[src/rtl/spi_txq_pkg.sv]
package spi_txq_pkg;
    typedef enum logic [1:0] {
        OCC_EMPTY = 2'd0,
        OCC_PART  = 2'd1,
        OCC_FULL  = 2'd2
    } occ_state_t;

    typedef enum logic {
        FL_QUIET = 1'b0,
        FL_REQ   = 1'b1
    } fill_state_t;
endpackage

[src/rtl/spi_txq_store.sv]
module spi_txq_store #(
    parameter int DATA_W = 16,
    parameter int DEPTH  = 4,
    localparam int PTR_W = (DEPTH > 1) ? $clog2(DEPTH) : 1
) (
    input  logic              clk,
    input  logic              rst_n,
    input  logic              wr_en,
    input  logic [PTR_W-1:0]  wr_ptr,
    input  logic [DATA_W-1:0] wr_data,
    input  logic [PTR_W-1:0]  rd_ptr,
    output logic [DATA_W-1:0] rd_data,
    input  logic [PTR_W-1:0]  peek_idx,
    output logic [DATA_W-1:0] peek_data
);
    logic [DATA_W-1:0] slot_q [DEPTH];

    for (genvar g = 0; g < DEPTH; g++) begin : g_slot
        always_ff @(posedge clk or negedge rst_n) begin
            if (!rst_n) begin
                slot_q[g] <= '0;
            end else if (wr_en && (wr_ptr == PTR_W'(g))) begin
                slot_q[g] <= wr_data;
            end
        end
    end

    always_comb begin
        rd_data   = slot_q[rd_ptr];
        peek_data = slot_q[peek_idx];
    end
endmodule

[src/rtl/spi_txq_ctrl.sv]
module spi_txq_ctrl
    import spi_txq_pkg::*;
#(
    parameter int DEPTH  = 4,
    localparam int PTR_W = (DEPTH > 1) ? $clog2(DEPTH) : 1,
    localparam int CNT_W = $clog2(DEPTH + 1)
) (
    input  logic             clk,
    input  logic             rst_n,
    input  logic             bypass,
    input  logic             flush,
    input  logic             push_valid,
    input  logic             pop_req,
    output logic             push_acc,
    output logic             pop_acc,
    output logic             ufl_evt,
    output logic             full_nxt,
    output logic [PTR_W-1:0] wr_ptr,
    output logic [PTR_W-1:0] rd_ptr,
    output logic [CNT_W-1:0] count
);
    localparam logic [PTR_W-1:0] LAST_SLOT = PTR_W'(DEPTH - 1);

    occ_state_t       state_q, state_nxt;
    logic [CNT_W-1:0] cap;
    logic [CNT_W-1:0] count_nxt;
    logic [PTR_W-1:0] wr_ptr_nxt, rd_ptr_nxt;
    logic             is_full, is_empty;

    // Output process: decode state into acceptance and next values.
    always_comb begin
        cap       = bypass ? CNT_W'(1) : CNT_W'(DEPTH);
        is_full   = (state_q == OCC_FULL);
        is_empty  = (state_q == OCC_EMPTY);
        push_acc  = push_valid && !is_full && !flush;
        pop_acc   = pop_req && !is_empty && !flush;
        ufl_evt   = pop_req && is_empty && !flush;

        if (flush) begin
            count_nxt  = '0;
            wr_ptr_nxt = '0;
            rd_ptr_nxt = '0;
        end else begin
            count_nxt  = count + CNT_W'(push_acc) - CNT_W'(pop_acc);
            wr_ptr_nxt = push_acc ? ((wr_ptr == LAST_SLOT) ? '0 : wr_ptr + 1'b1) : wr_ptr;
            rd_ptr_nxt = pop_acc  ? ((rd_ptr == LAST_SLOT) ? '0 : rd_ptr + 1'b1) : rd_ptr;
        end
        full_nxt = (count_nxt >= cap);
    end

    // Next-state process with named transitions.
    always_comb begin
        state_nxt = state_q;
        unique case (state_q)
            OCC_EMPTY: begin
                if (push_acc) state_nxt = (cap == CNT_W'(1)) ? OCC_FULL : OCC_PART;
            end
            OCC_PART: begin
                if (push_acc && !pop_acc && (count == cap - 1'b1))
                    state_nxt = OCC_FULL;
                else if (pop_acc && !push_acc && (count == CNT_W'(1)))
                    state_nxt = OCC_EMPTY;
            end
            OCC_FULL: begin
                if (pop_acc) state_nxt = (cap == CNT_W'(1)) ? OCC_EMPTY : OCC_PART;
            end
            default: state_nxt = OCC_EMPTY;
        endcase
        if (flush) state_nxt = OCC_EMPTY;
    end

    // State register process.
    always_ff @(posedge clk or negedge rst_n) begin
        if (!rst_n) begin
            state_q <= OCC_EMPTY;
            count   <= '0;
            wr_ptr  <= '0;
            rd_ptr  <= '0;
        end else begin
            state_q <= state_nxt;
            count   <= count_nxt;
            wr_ptr  <= wr_ptr_nxt;
            rd_ptr  <= rd_ptr_nxt;
        end
    end

    assert_count_bound_R2: assert property (@(posedge clk) disable iff (!rst_n)
        count <= CNT_W'(DEPTH));

    assert_empty_state_R2: assert property (@(posedge clk) disable iff (!rst_n)
        (state_q == OCC_EMPTY) == (count == '0));

    assert_full_push_drop_R3: assert property (@(posedge clk) disable iff (!rst_n)
        (state_q == OCC_FULL && push_valid && !pop_req && !flush) |=> $stable(count) && $stable(wr_ptr));

    assert_ptr_wrap_R4: assert property (@(posedge clk) disable iff (!rst_n)
        (pop_acc) |=> rd_ptr == (($past(rd_ptr) == LAST_SLOT) ? '0 : $past(rd_ptr) + 1'b1));

    assert_push_pop_hold_R5: assert property (@(posedge clk) disable iff (!rst_n)
        (state_q == OCC_PART && push_valid && pop_req && !flush) |=> $stable(count));

    assert_flush_clear_R9: assert property (@(posedge clk) disable iff (!rst_n)
        flush |=> (count == '0) && (rd_ptr == '0) && (wr_ptr == '0));
endmodule

[src/rtl/spi_txq_flag.sv]
module spi_txq_flag
    import spi_txq_pkg::*;
(
    input  logic clk,
    input  logic rst_n,
    input  logic flush,
    input  logic fill_clr,
    input  logic wr_done,
    input  logic full_nxt,
    input  logic ufl_evt,
    input  logic ufl_clr,
    output logic fill_flag,
    output logic underflow
);
    fill_state_t fst_q, fst_nxt;
    logic        ufl_nxt;

    always_comb begin
        fst_nxt = fst_q;
        unique case (fst_q)
            FL_REQ: begin
                if (flush)                    fst_nxt = FL_REQ;
                else if (fill_clr)            fst_nxt = FL_QUIET;
                else if (full_nxt && wr_done) fst_nxt = FL_QUIET;
            end
            FL_QUIET: begin
                if (flush || (!fill_clr && !full_nxt)) fst_nxt = FL_REQ;
            end
            default: fst_nxt = FL_REQ;
        endcase
        ufl_nxt = ufl_evt ? 1'b1 : (ufl_clr ? 1'b0 : underflow);
    end

    always_ff @(posedge clk or negedge rst_n) begin
        if (!rst_n) begin
            fst_q     <= FL_REQ;
            underflow <= 1'b0;
        end else begin
            fst_q     <= fst_nxt;
            underflow <= ufl_nxt;
        end
    end

    always_comb fill_flag = (fst_q == FL_REQ);

    assert_fill_set_R7: assert property (@(posedge clk) disable iff (!rst_n)
        (!flush && !fill_clr && !full_nxt) |=> fill_flag);

    assert_fill_wclr_R8: assert property (@(posedge clk) disable iff (!rst_n)
        (fill_clr && !flush) |=> !fill_flag);

    assert_flush_req_R9: assert property (@(posedge clk) disable iff (!rst_n)
        flush |=> fill_flag);

    assert_underflow_set_R10: assert property (@(posedge clk) disable iff (!rst_n)
        ufl_evt |=> underflow);
endmodule

[src/rtl/spi_txq.sv]
module spi_txq #(
    parameter int DATA_W = 16,
    parameter int DEPTH  = 4,
    localparam int PTR_W = (DEPTH > 1) ? $clog2(DEPTH) : 1,
    localparam int CNT_W = $clog2(DEPTH + 1)
) (
    input  logic              clk,
    input  logic              rst_n,
    input  logic              bypass,
    input  logic              flush,
    input  logic              push_valid,
    input  logic              push_byte,
    input  logic [DATA_W-1:0] push_data,
    input  logic              wr_done,
    input  logic              fill_clr,
    input  logic              ufl_clr,
    input  logic              pop_req,
    output logic              pop_ack,
    output logic [DATA_W-1:0] pop_data,
    output logic [CNT_W-1:0]  count,
    output logic [PTR_W-1:0]  next_ptr,
    output logic              fill_flag,
    output logic              underflow,
    input  logic [PTR_W-1:0]  entry_idx,
    output logic [DATA_W-1:0] entry_data
);
    logic              push_acc, ufl_evt, full_nxt;
    logic [PTR_W-1:0]  wr_ptr, rd_ptr;
    logic [DATA_W-1:0] wr_word, peek_word;

    always_comb wr_word = push_byte ? DATA_W'(push_data[7:0]) : push_data;

    spi_txq_ctrl #(.DEPTH(DEPTH)) u_ctrl (
        .clk        (clk),
        .rst_n      (rst_n),
        .bypass     (bypass),
        .flush      (flush),
        .push_valid (push_valid),
        .pop_req    (pop_req),
        .push_acc   (push_acc),
        .pop_acc    (pop_ack),
        .ufl_evt    (ufl_evt),
        .full_nxt   (full_nxt),
        .wr_ptr     (wr_ptr),
        .rd_ptr     (rd_ptr),
        .count      (count)
    );

    spi_txq_store #(.DATA_W(DATA_W), .DEPTH(DEPTH)) u_store (
        .clk       (clk),
        .rst_n     (rst_n),
        .wr_en     (push_acc),
        .wr_ptr    (wr_ptr),
        .wr_data   (wr_word),
        .rd_ptr    (rd_ptr),
        .rd_data   (pop_data),
        .peek_idx  (entry_idx),
        .peek_data (peek_word)
    );

    spi_txq_flag u_flag (
        .clk       (clk),
        .rst_n     (rst_n),
        .flush     (flush),
        .fill_clr  (fill_clr),
        .wr_done   (wr_done),
        .full_nxt  (full_nxt),
        .ufl_evt   (ufl_evt),
        .ufl_clr   (ufl_clr),
        .fill_flag (fill_flag),
        .underflow (underflow)
    );

    always_comb begin
        next_ptr   = bypass ? '0 : rd_ptr;
        entry_data = bypass ? '0 : peek_word;
    end

    assert_bypass_cap_R11: assert property (@(posedge clk) disable iff (!rst_n)
        (bypass && count != '0 && push_valid && !pop_req && !flush) |=> $stable(count));
endmodule

[config.mk]
export PLATFORM = sky130hd
export DESIGN_NAME = spi_txq
export DESIGN_NICKNAME = d
export VERILOG_FILES = /design/src/rtl/spi_txq_pkg.sv /design/src/rtl/spi_txq_store.sv /design/src/rtl/spi_txq_ctrl.sv /design/src/rtl/spi_txq_flag.sv /design/src/rtl/spi_txq.sv
export SDC_FILE = /design/constraint.sdc
export NUM_CORES = 1
export LEC_CHECK = 0
export CORE_MARGIN = 4
export CORE_UTILIZATION = 45
export DETAILED_ROUTE_END_ITERATION = 8
export PLACE_DENSITY = 0.69
export SETUP_SLACK_MARGIN = 0.5
export SYNTH_ARGS = -nofsm -noshare
export SYNTH_HDL_FRONTEND = slang
export SYNTH_SLANG_ARGS = --single-unit
[constraint.sdc]
create_clock -name clk -period 2.92 [get_ports clk]
set_input_delay 0.584 -clock clk [delete_from_list [all_inputs] [get_ports clk]]
set_output_delay 0.584 -clock clk [all_outputs]
set_load 0.02 [all_outputs]
==> results of run 1 <==
-- cells by family after synthesis --
group,synth area share [%]
adder cells (fa/ha/maj),3.384
buffers and inverters,3.938
AO/OA/AOI/OAI,2.305
AND/OR/NAND/NOR,8.606
flip-flops,43.79
XOR/XNOR,0.4085
multiplexers,37.57
-- final timing paths --
path | to | slack [ps] | cells past startpoint
min in group clk | u_store.slot_q[23]$_DFFE_PN0P_ | 530 | 1
setup / recovery | u_flag.fill_flag$_DFF_PN1_ | 320 | 14
setup reg to reg | u_flag.fill_flag$_DFF_PN1_ | 320 | 14
max in group asynchronous | u_ctrl.state_q[0]$_DFFE_PN0P_ | 1860 | 1
hold reg to reg | u_store.slot_q[23]$_DFFE_PN0P_ | 530 | 1
hold / removal | u_store.slot_q[57]$_DFFE_PN0P_ | 400 | 1
-- power breakdown --
part / switching, mW / total (mW) / internal, mW
sequential: 0.178 / 1.45 / 1.27
combinational: 0.435 / 1.13 / 0.693
clock: 0.407 / 0.890 / 0.483
-- area by class of cell --
type                            instances  area [um^2]  share of cell area (%)
Sequential cell                        75         1881                   33.90
Clock inverter                          6        88.84                   1.601
Clock buffer                           10        127.6                   2.300
Timing Repair Buffer                   98        940.9                   16.96
Tap cell                              129        161.4                   2.909
Multi-Input combinational cell        180         2305                   41.54
Inverter                               11        43.79                  0.7894
-- synthesized netlist by cell type --
library cell,count
mux2_2,24
a21oi_1,5
or4_1,2
clkbuf_1,3
nor2b_1,27
or2b_1,1
o31ai_1,1
xnor2_1,2
mux2_4,40
or3b_2,1
or3_1,1
nand3_4,4
nand3_1,1
nand3b_1,1
dfstp_2,1
nand2_1,4
dfrtp_1,74
buf_1,1
o31a_1,1
buf_4,2
buf_6,6
mux2i_1,2
a211oi_1,1
and2b_1,2
nor4b_1,1
fa_1,1
inv_1,11
o41ai_1,1
ha_1,10
nand2b_1,2
o32ai_1,1
o21a_1,1
buf_2,6
mux4_2,32
o21ai_0,3
nor2_1,6
a32o_1,1
or2_2,1
-- stage by stage --
step | total power [mW] | std cells
2_1_floorplan | 2.201 | 284
3_3_place_gp | 2.588 | 480
3_5_place_dp | 2.616 | 480
4_1_cts | 3.484 | 508
5_1_grt | 3.636 | 509
6_report | 3.465 | 509
-- metal layers --
metal | track usage [%] | vias to the layer above | wire length (um)
met1 | 25.34 | 1383 | 4462
met5 | 0 | - | 0
met3 | 3.368 | 11 | 380
met4 | 6.013 | 0 | 138
li1 | - | 1227 | -
met2 | 28.05 | 54 | 4494
-- flip-flops by register name, indices dropped and copies added (netlist names) --
signal,cells
u_flag.fill_flag,1
u_flag.underflow,1
u_store.slot_q,64
u_ctrl.rd_ptr,2
u_ctrl.state_q,2
u_ctrl.count,3
u_ctrl.wr_ptr,2
-- repair_timing --
item                       CTS  global route
setup endpoints to repair   37            27
buffers inserted            10             1
cloned                       2             0
pin swaps                   10             1
gates resized for setup    101            25
==> flow_summary.toml, run 1 <==
[cells_and_area]
layout_common_cells = "dfrtp_1, mux2_4, mux4_2"
syn_to_final_growth_pct = 29.35
fin_nets = 414
final_area_um2 = 5548
fillers = 725
fin_util_pct = 60.04
layout_commonest_cell = "dfrtp_1"
antenna_cells = 0
drive_gt1_share_pct = 48.95

[routing]
vias_per_cell = 5.255
ant_nets = 0
wirelength_mm = 9.476
wire_per_inst_um = 18.62
drtPass1Iterations = 4
drt-initial-drc-count = 93
drc = 0
via_count = 2675

[worst_setup_path]
cp_slowest_cell = "dfrtp_2"
start_kind = "flip-flop"
cp_data_arrival_time_ps = 2860
end_kind = "flip-flop"
cp_max_fo = 4
worstSetupPathType = "reg2reg"
cp_cell_sequence = "buf_4 -> nand2b_4 -> nand2_2 -> inv_2 -> ha_4 -> inv_2 -> ha_4 -> fa_2 -> xnor2_2 -> xnor2_1 -> nor2_1 -> ha_1 -> o31a_1 -> o31ai_2"
critPathBufInv = 3
cp-startpoint = "u_ctrl.state_q[1]$_DFFE_PN0P_"
crit_family = "adder cells"
timing.rr.start = "u_ctrl.state_q[1]$_DFFE_PN0P_"
critPathRequiredTime_ps = 3180
cpPeakStageDelay_ps = 420

[logic_synthesis]
yosysSeqAreaShare_pct = 43.79
syn_area_per_cell_um2 = 15.10
yosys_warnings = 0
syn_inst = 284
synth_area_leaders = "dfrtp_1, mux4_2, mux2_4, mux2_2, nor2b_1"
yosysTopAreaCell = "dfrtp_1"
syn_area_um2 = 4289
synth_top_area_share_pct = 43.17
ys_types = 38
ys_seq_elements = 75
synth_nets = 323

[global_route]
grt_first_pass_wirelength_mm = 15.51
overflow = 0
antenna_found_initial = 0
grt_max_degree = 76
grt_use_total_pct = 17.93
first_global_vias = 2864

[sta]
period_minus_slack_ps = 2604
hold_viol = 0
setup_viol = 0
timing.hold.ws_ps = 397.8
max_slew.worst_pin.slew_ps = 968.4
finalMaxSlewViolations = 0
min_period_over_period_pct = 89.18
tns_ps = 0
slew_headroom_pct = 35.44
fin_skew_ps = 8.356
fin_ws_ps = 316.0
fmax_ghz = 0.3840
grt_setup_unrepaired = "true"

[min_path]
hold_path.class = "in2async"

[die]
die_h_um = 105.6
placementRows = 35
die-area_um2 = 11160
die_w_um = 105.6
core-area_um2 = 9240
ioPinCount = 68
initial_core_util_pct = 46.42

[pwr]
p_leak_nw = 2.566
vdd_drop_max_uv = 255.8
power_density_nw_per_um2 = 624.7

[clock_network]
path_clk_slew_ps = 80
cts_buffers = 9
cts_sinks = 75
clk_latency_ps = 350
clockBufferDepth = 2
cts_tree = "done"
cts_root_buffer = "clkbuf_8"
h-tree-depth = 3
cts_hold_buffers = 0

[placed_design]
port_buffers = 67
placed_cell_area_um2 = 5209
dpl.hpwl_mm = 5.907
dp_worst_setup_slack_ps = -518.5
gp_congestion = 0.7592

[outcome]
status = "complete, no violations"

[run]
drv_cap = 0
(Power assumes the default switching activity.)
==> inputs of run 2 (changes only) <==
- CORE_ASPECT_RATIO: unset -> 0.9
==> flow_summary.toml, run 2 (synthesis results as in run 1) <==
[clock_network]
cts_hold_buffers = 0
clk_latency_ps = 360
cts_tree = "done"
cts_buffers = 9
cts_root_buffer = "clkbuf_8"
h-tree-depth = 3
path_clk_slew_ps = 80
clockBufferDepth = 2
cts_sinks = 75

[cells_and_area]
layout_commonest_cell = "dfrtp_1"
largest_reg_flops = 64
syn_to_final_growth_pct = 26.95
fin_nets = 410
reg_top3 = "u_store.slot_q x64, u_ctrl.count x3"
layout_common_cells = "dfrtp_1, mux2_4, mux4_2"
fin_util_pct = 59.14
drive_gt1_share_pct = 49.47
regMostFlops = "u_store.slot_q"
fillers = 748
antenna_cells = 0

[sta]
slew_headroom_pct = 36.01
fin_skew_ps = 11.05
fmax_ghz = 0.3806
hold_viol = 0
grt_setup_unrepaired = "true"
period_minus_slack_ps = 2627
max_slew.worst_pin.slew_ps = 959.9
setup_viol = 0
min_period_over_period_pct = 89.97
finalMaxSlewViolations = 0

[run]
drv_cap = 0

[global_route]
grt_first_pass_wirelength_mm = 15.64
overflow = 0
antenna_found_initial = 0
first_global_vias = 2886
grt_max_degree = 76
grt_use_total_pct = 18.22

[routing]
drt-initial-drc-count = 68
vias_per_cell = 5.390
drtPass1Iterations = 4
via_count = 2684
ant_nets = 0
wire_per_inst_um = 19.03
drc = 0
wirelength_mm = 9.477

[die]
core-area_um2 = 9208
ioPinCount = 68
placementRows = 33
initial_core_util_pct = 46.58
die-area_um2 = 11160
die_h_um = 100.6
die_w_um = 110.9

[pwr]
power_density_nw_per_um2 = 617.1
totalPowerFinal_mw = 3.360
p_leak_nw = 2.541
vdd_drop_max_uv = 328.1

[placed_design]
dpl.hpwl_mm = 5.894
gp_congestion = 0.7698
port_buffers = 67

[min_path]
hold_path.class = "in2async"

[worst_setup_path]
end_kind = "flip-flop"
cp_common_cell = "ha_4"
r2r_slack_ps = 310
cp_cell_sequence = "clkdlybuf4s15_2 -> nand2_2 -> or2_4 -> ha_4 -> inv_2 -> ha_4 -> fa_2 -> xnor2_2 -> xnor2_1 -> nor2_1 -> ha_1 -> o31a_1 -> o31ai_2"
worstSetupPathType = "in2reg"
critPathRequiredTime_ps = 3190
critPathBufInv = 2
cp_data_arrival_time_ps = 2890
cp_slowest_cell = "fa_2"
cp_max_fo = 2
crit_family = "adder cells"
start_kind = "input pin"
cpPeakStageDelay_ps = 350

[outcome]
status = "complete, no violations"
[run 2: repair_timing]
action / CTS / global route
setup buffers: 8 / 0
setup endpoints to repair: 37 / 25
gates cloned: 2 / 0
gates resized for setup: 93 / 27
pin swaps: 8 / 3
[run 2: layout make-up]
| cell class | count | area (um^2) | share of cell area, % |
|---|---|---|---|
| clock inverters | 6 | 66.31 | 1.218 |
| clock buffers | 10 | 127.6 | 2.344 |
| repair buffers | 94 | 869.6 | 15.97 |
| flip-flops and latches | 75 | 1881 | 34.54 |
| inverters | 11 | 43.79 | 0.8042 |
| multi-input cells | 180 | 2305 | 42.33 |
| well taps | 122 | 152.6 | 2.803 |
[run 2: path summary, 6_finish.rpt]
kind,start,to,cells after the start
worst max-delay path,pop_req,u_flag.fill_flag$_DFF_PN1_,13
worst min-delay path,rst_n,u_store.slot_q[54]$_DFFE_PN0P_,1
worst max register to register,u_ctrl.state_q[0]$_DFFE_PN0P_,u_flag.fill_flag$_DFF_PN1_,13
worst min register to register,u_store.slot_q[21]$_DFFE_PN0P_,u_store.slot_q[21]$_DFFE_PN0P_,1
max in group asynchronous,rst_n,u_ctrl.state_q[0]$_DFFE_PN0P_,1
min in group clk,u_store.slot_q[21]$_DFFE_PN0P_,u_store.slot_q[21]$_DFFE_PN0P_,1
[run 2: layer usage]
metal | routed length, um | track usage, %
met3 | 355 | 4.562
met1 | 4344 | 23.71
met4 | 110 | 4.830
met5 | 0 | 0
met2 | 4667 | 30.83
[run 2: through the flow]
stage / hold WS, ps / instance area [um^2] / setup TNS, ps / cells / setup slack [ps]
after floorplan: 288.4 / 4332 / 0 / 284 / 51.51
after global placement: 502.9 / 5205 / -2931 / 472 / -435.3
after detailed placement: 509.0 / 5205 / -3148 / 472 / -522.8
after CTS: 403.4 / 5528 / 0 / 498 / 336.5
after global routing: 434.2 / 5445 / 0 / 498 / 165.4
final: 365.4 / 5445 / 0 / 498 / 292.9
[run 2: worst register-to-register path: stages (launching register included)]
cell and delay (ps):
dfrtp_2 450, nand2b_4 160, nand2_2 70, inv_2 40
ha_4 250, inv_2 40, ha_4 150, fa_2 350
xnor2_2 150, xnor2_1 130, nor2_1 180, ha_1 250
o31a_1 120, o31ai_2 210
[run 2: power by group]
group	total [mW]	switching (mW)	internal, mW
logic	1.11	0.436	0.678
registers	1.44	0.175	1.27
clock network	0.802	0.407	0.395
total	3.36	1.02	2.34
==> inputs of run 3 (changes only) <==
- REMOVE_ABC_BUFFERS: unset -> 1
==> flow_summary.toml, run 3 (synthesis results as in run 1) <==
[worst_setup_path]
start_kind = "flip-flop"
critPathBufInv = 1
critPathRequiredTime_ps = 3190
crit_family = "adder cells"
timing.rr.start = "u_ctrl.state_q[0]$_DFFE_PN0P_"
cp_max_fo = 5
end_kind = "flip-flop"
r2r_slack_ps = 400
critical_path_depth = 12
cp_common_cell = "ha_4"
worstSetupPathType = "reg2reg"
reg2reg_to = "u_flag.fill_flag$_DFF_PN1_"
cp-startpoint = "u_ctrl.state_q[0]$_DFFE_PN0P_"
r2r_cells = 12
cp_cell_sequence = "nor2_2 -> or2_4 -> ha_4 -> inv_2 -> ha_4 -> fa_2 -> xnor2_2 -> xnor2_1 -> nor2_1 -> ha_1 -> o31a_1 -> o31ai_2"
cpPeakStageDelay_ps = 410
cp_data_arrival_time_ps = 2780
cp_slowest_cell = "dfrtp_2"

[sta]
finalMaxSlewViolations = 0
hold_viol = 0
max_slew.worst_pin.slew_ps = 964.3
grt_setup_unrepaired = "true"
setup_viol = 0
period_minus_slack_ps = 2518
tns_ps = 0
min_period_over_period_pct = 86.22
slew_headroom_pct = 35.71
timing.hold.ws_ps = 379.3
fmax_ghz = 0.3972
fin_skew_ps = 8.216

[global_route]
grt_max_degree = 76
overflow = 0
first_global_vias = 2934
grt_first_pass_wirelength_mm = 15.70
antenna_found_initial = 0
grt_use_total_pct = 18.09

[clock_network]
clk_latency_ps = 340
cts_buffers = 9
cts_tree = "done"
cts_hold_buffers = 0
path_clk_slew_ps = 80
cts_sinks = 75
h-tree-depth = 3
cts_root_buffer = "clkbuf_8"
clockBufferDepth = 2

[cells_and_area]
antenna_cells = 0
fillers = 731
final_area_um2 = 5545
syn_to_final_growth_pct = 29.29
drive_gt1_share_pct = 48.30
largest_reg_flops = 64
fin_util_pct = 60.23
regMostFlops = "u_store.slot_q"
reg_top3 = "u_store.slot_q x64, u_ctrl.count x3"
fin_nets = 417
layout_common_cells = "dfrtp_1, mux2_4, mux4_2"
layout_commonest_cell = "dfrtp_1"

[pwr]
sequentialPowerShare_pct = 42.9
power_density_nw_per_um2 = 611.1
sw_frac_of_total_pct = 29.62
p_sw_mw = 1.004
vdd_drop_max_uv = 323.1
clock_power_share_pct = 23.4
pwr-share-comb_pct = 33.7
p_leak_nw = 2.580
intPower_mw = 2.385

[routing]
ant_nets = 0
vias_per_cell = 5.386
drc = 0
wire_per_inst_um = 19.06
via_count = 2720
drtPass1Iterations = 4
drt-initial-drc-count = 93
wirelength_mm = 9.627

[placed_design]
placed_cell_area_um2 = 5155
port_buffers = 67
gp_congestion = 0.7900
dpl.hpwl_mm = 6.065

[run]
drv_cap = 0

[outcome]
status = "complete, no violations"

[min_path]
hold_path.class = "in2async"

[die]
die-area_um2 = 11160
ioPinCount = 68
placementRows = 33
die_h_um = 100.6
core-area_um2 = 9208
initial_core_util_pct = 46.58
die_w_um = 110.9
## run 3: worst max-delay path by stage
stage	slack [ps]	endpoint
floorplan	40	u_flag.fill_flag$_DFF_PN1_
global placement	-430	u_flag.fill_flag$_DFF_PN1_
detailed placement	-460	u_flag.fill_flag$_DFF_PN1_
CTS	260	u_flag.fill_flag$_DFF_PN1_
global route	280	u_flag.fill_flag$_DFF_PN1_
finish	400	u_flag.fill_flag$_DFF_PN1_
## run 3: what timing repair did
action	CTS	global route
setup endpoints to repair	37	27
setup buffers	9	5
gates cloned	2	0
hold endpoints to repair	0	0
pin swaps	10	7
gates resized for setup	99	22
## run 3: worst reg2reg max path: cells and delay by family, from the launching register on
| family | cells | cell delay [ps] |
|---|---|---|
| fa+ha+maj | 4 | 1000 |
| simple gates | 3 | 440 |
| flops | 1 | 410 |
| compound gates | 2 | 290 |
| xor+xnor | 2 | 260 |
| buf+inv | 1 | 40 |
## run 3: metrics by stage
stage,worst slack [ps],cells,total power [mW]
6_report,402.4,505,3.389
3_5_place_dp,-463.5,473,2.611
3_3_place_gp,-430.7,473,2.572
4_1_cts,264.2,500,3.394
5_1_grt,281.5,505,3.570
2_1_floorplan,42.62,266,2.164
## run 3: power groups by stage
stage          Clock (mW)  Combinational, mW  Sequential (mW)
6_report            0.792               1.14             1.45
5_1_grt             0.862               1.22             1.48
4_1_cts             0.816               1.13             1.45
3_5_place_dp            0               1.15             1.46
3_3_place_gp            0               1.13             1.44
2_1_floorplan           0              0.736             1.43
## run 3: final cells by class
cell class | count | area, um^2 | area share, %
multi-input combinational | 180 | 2318 | 41.81
tap | 122 | 152.6 | 2.753
clock buffer | 11 | 141.4 | 2.550
timing repair buffer | 101 | 959.7 | 17.31
clock inverter | 5 | 52.55 | 0.9477
inverter | 11 | 41.29 | 0.7446
sequential | 75 | 1879 | 33.89
## run 3: metal layers
metal	GRT usage [%]	wire length, um	share of wire (%)
met1	24.12	4547	47
met2	30.27	4622	48
met3	4.922	385	4.0
met4	3.409	72	0.75
met5	0	0	0
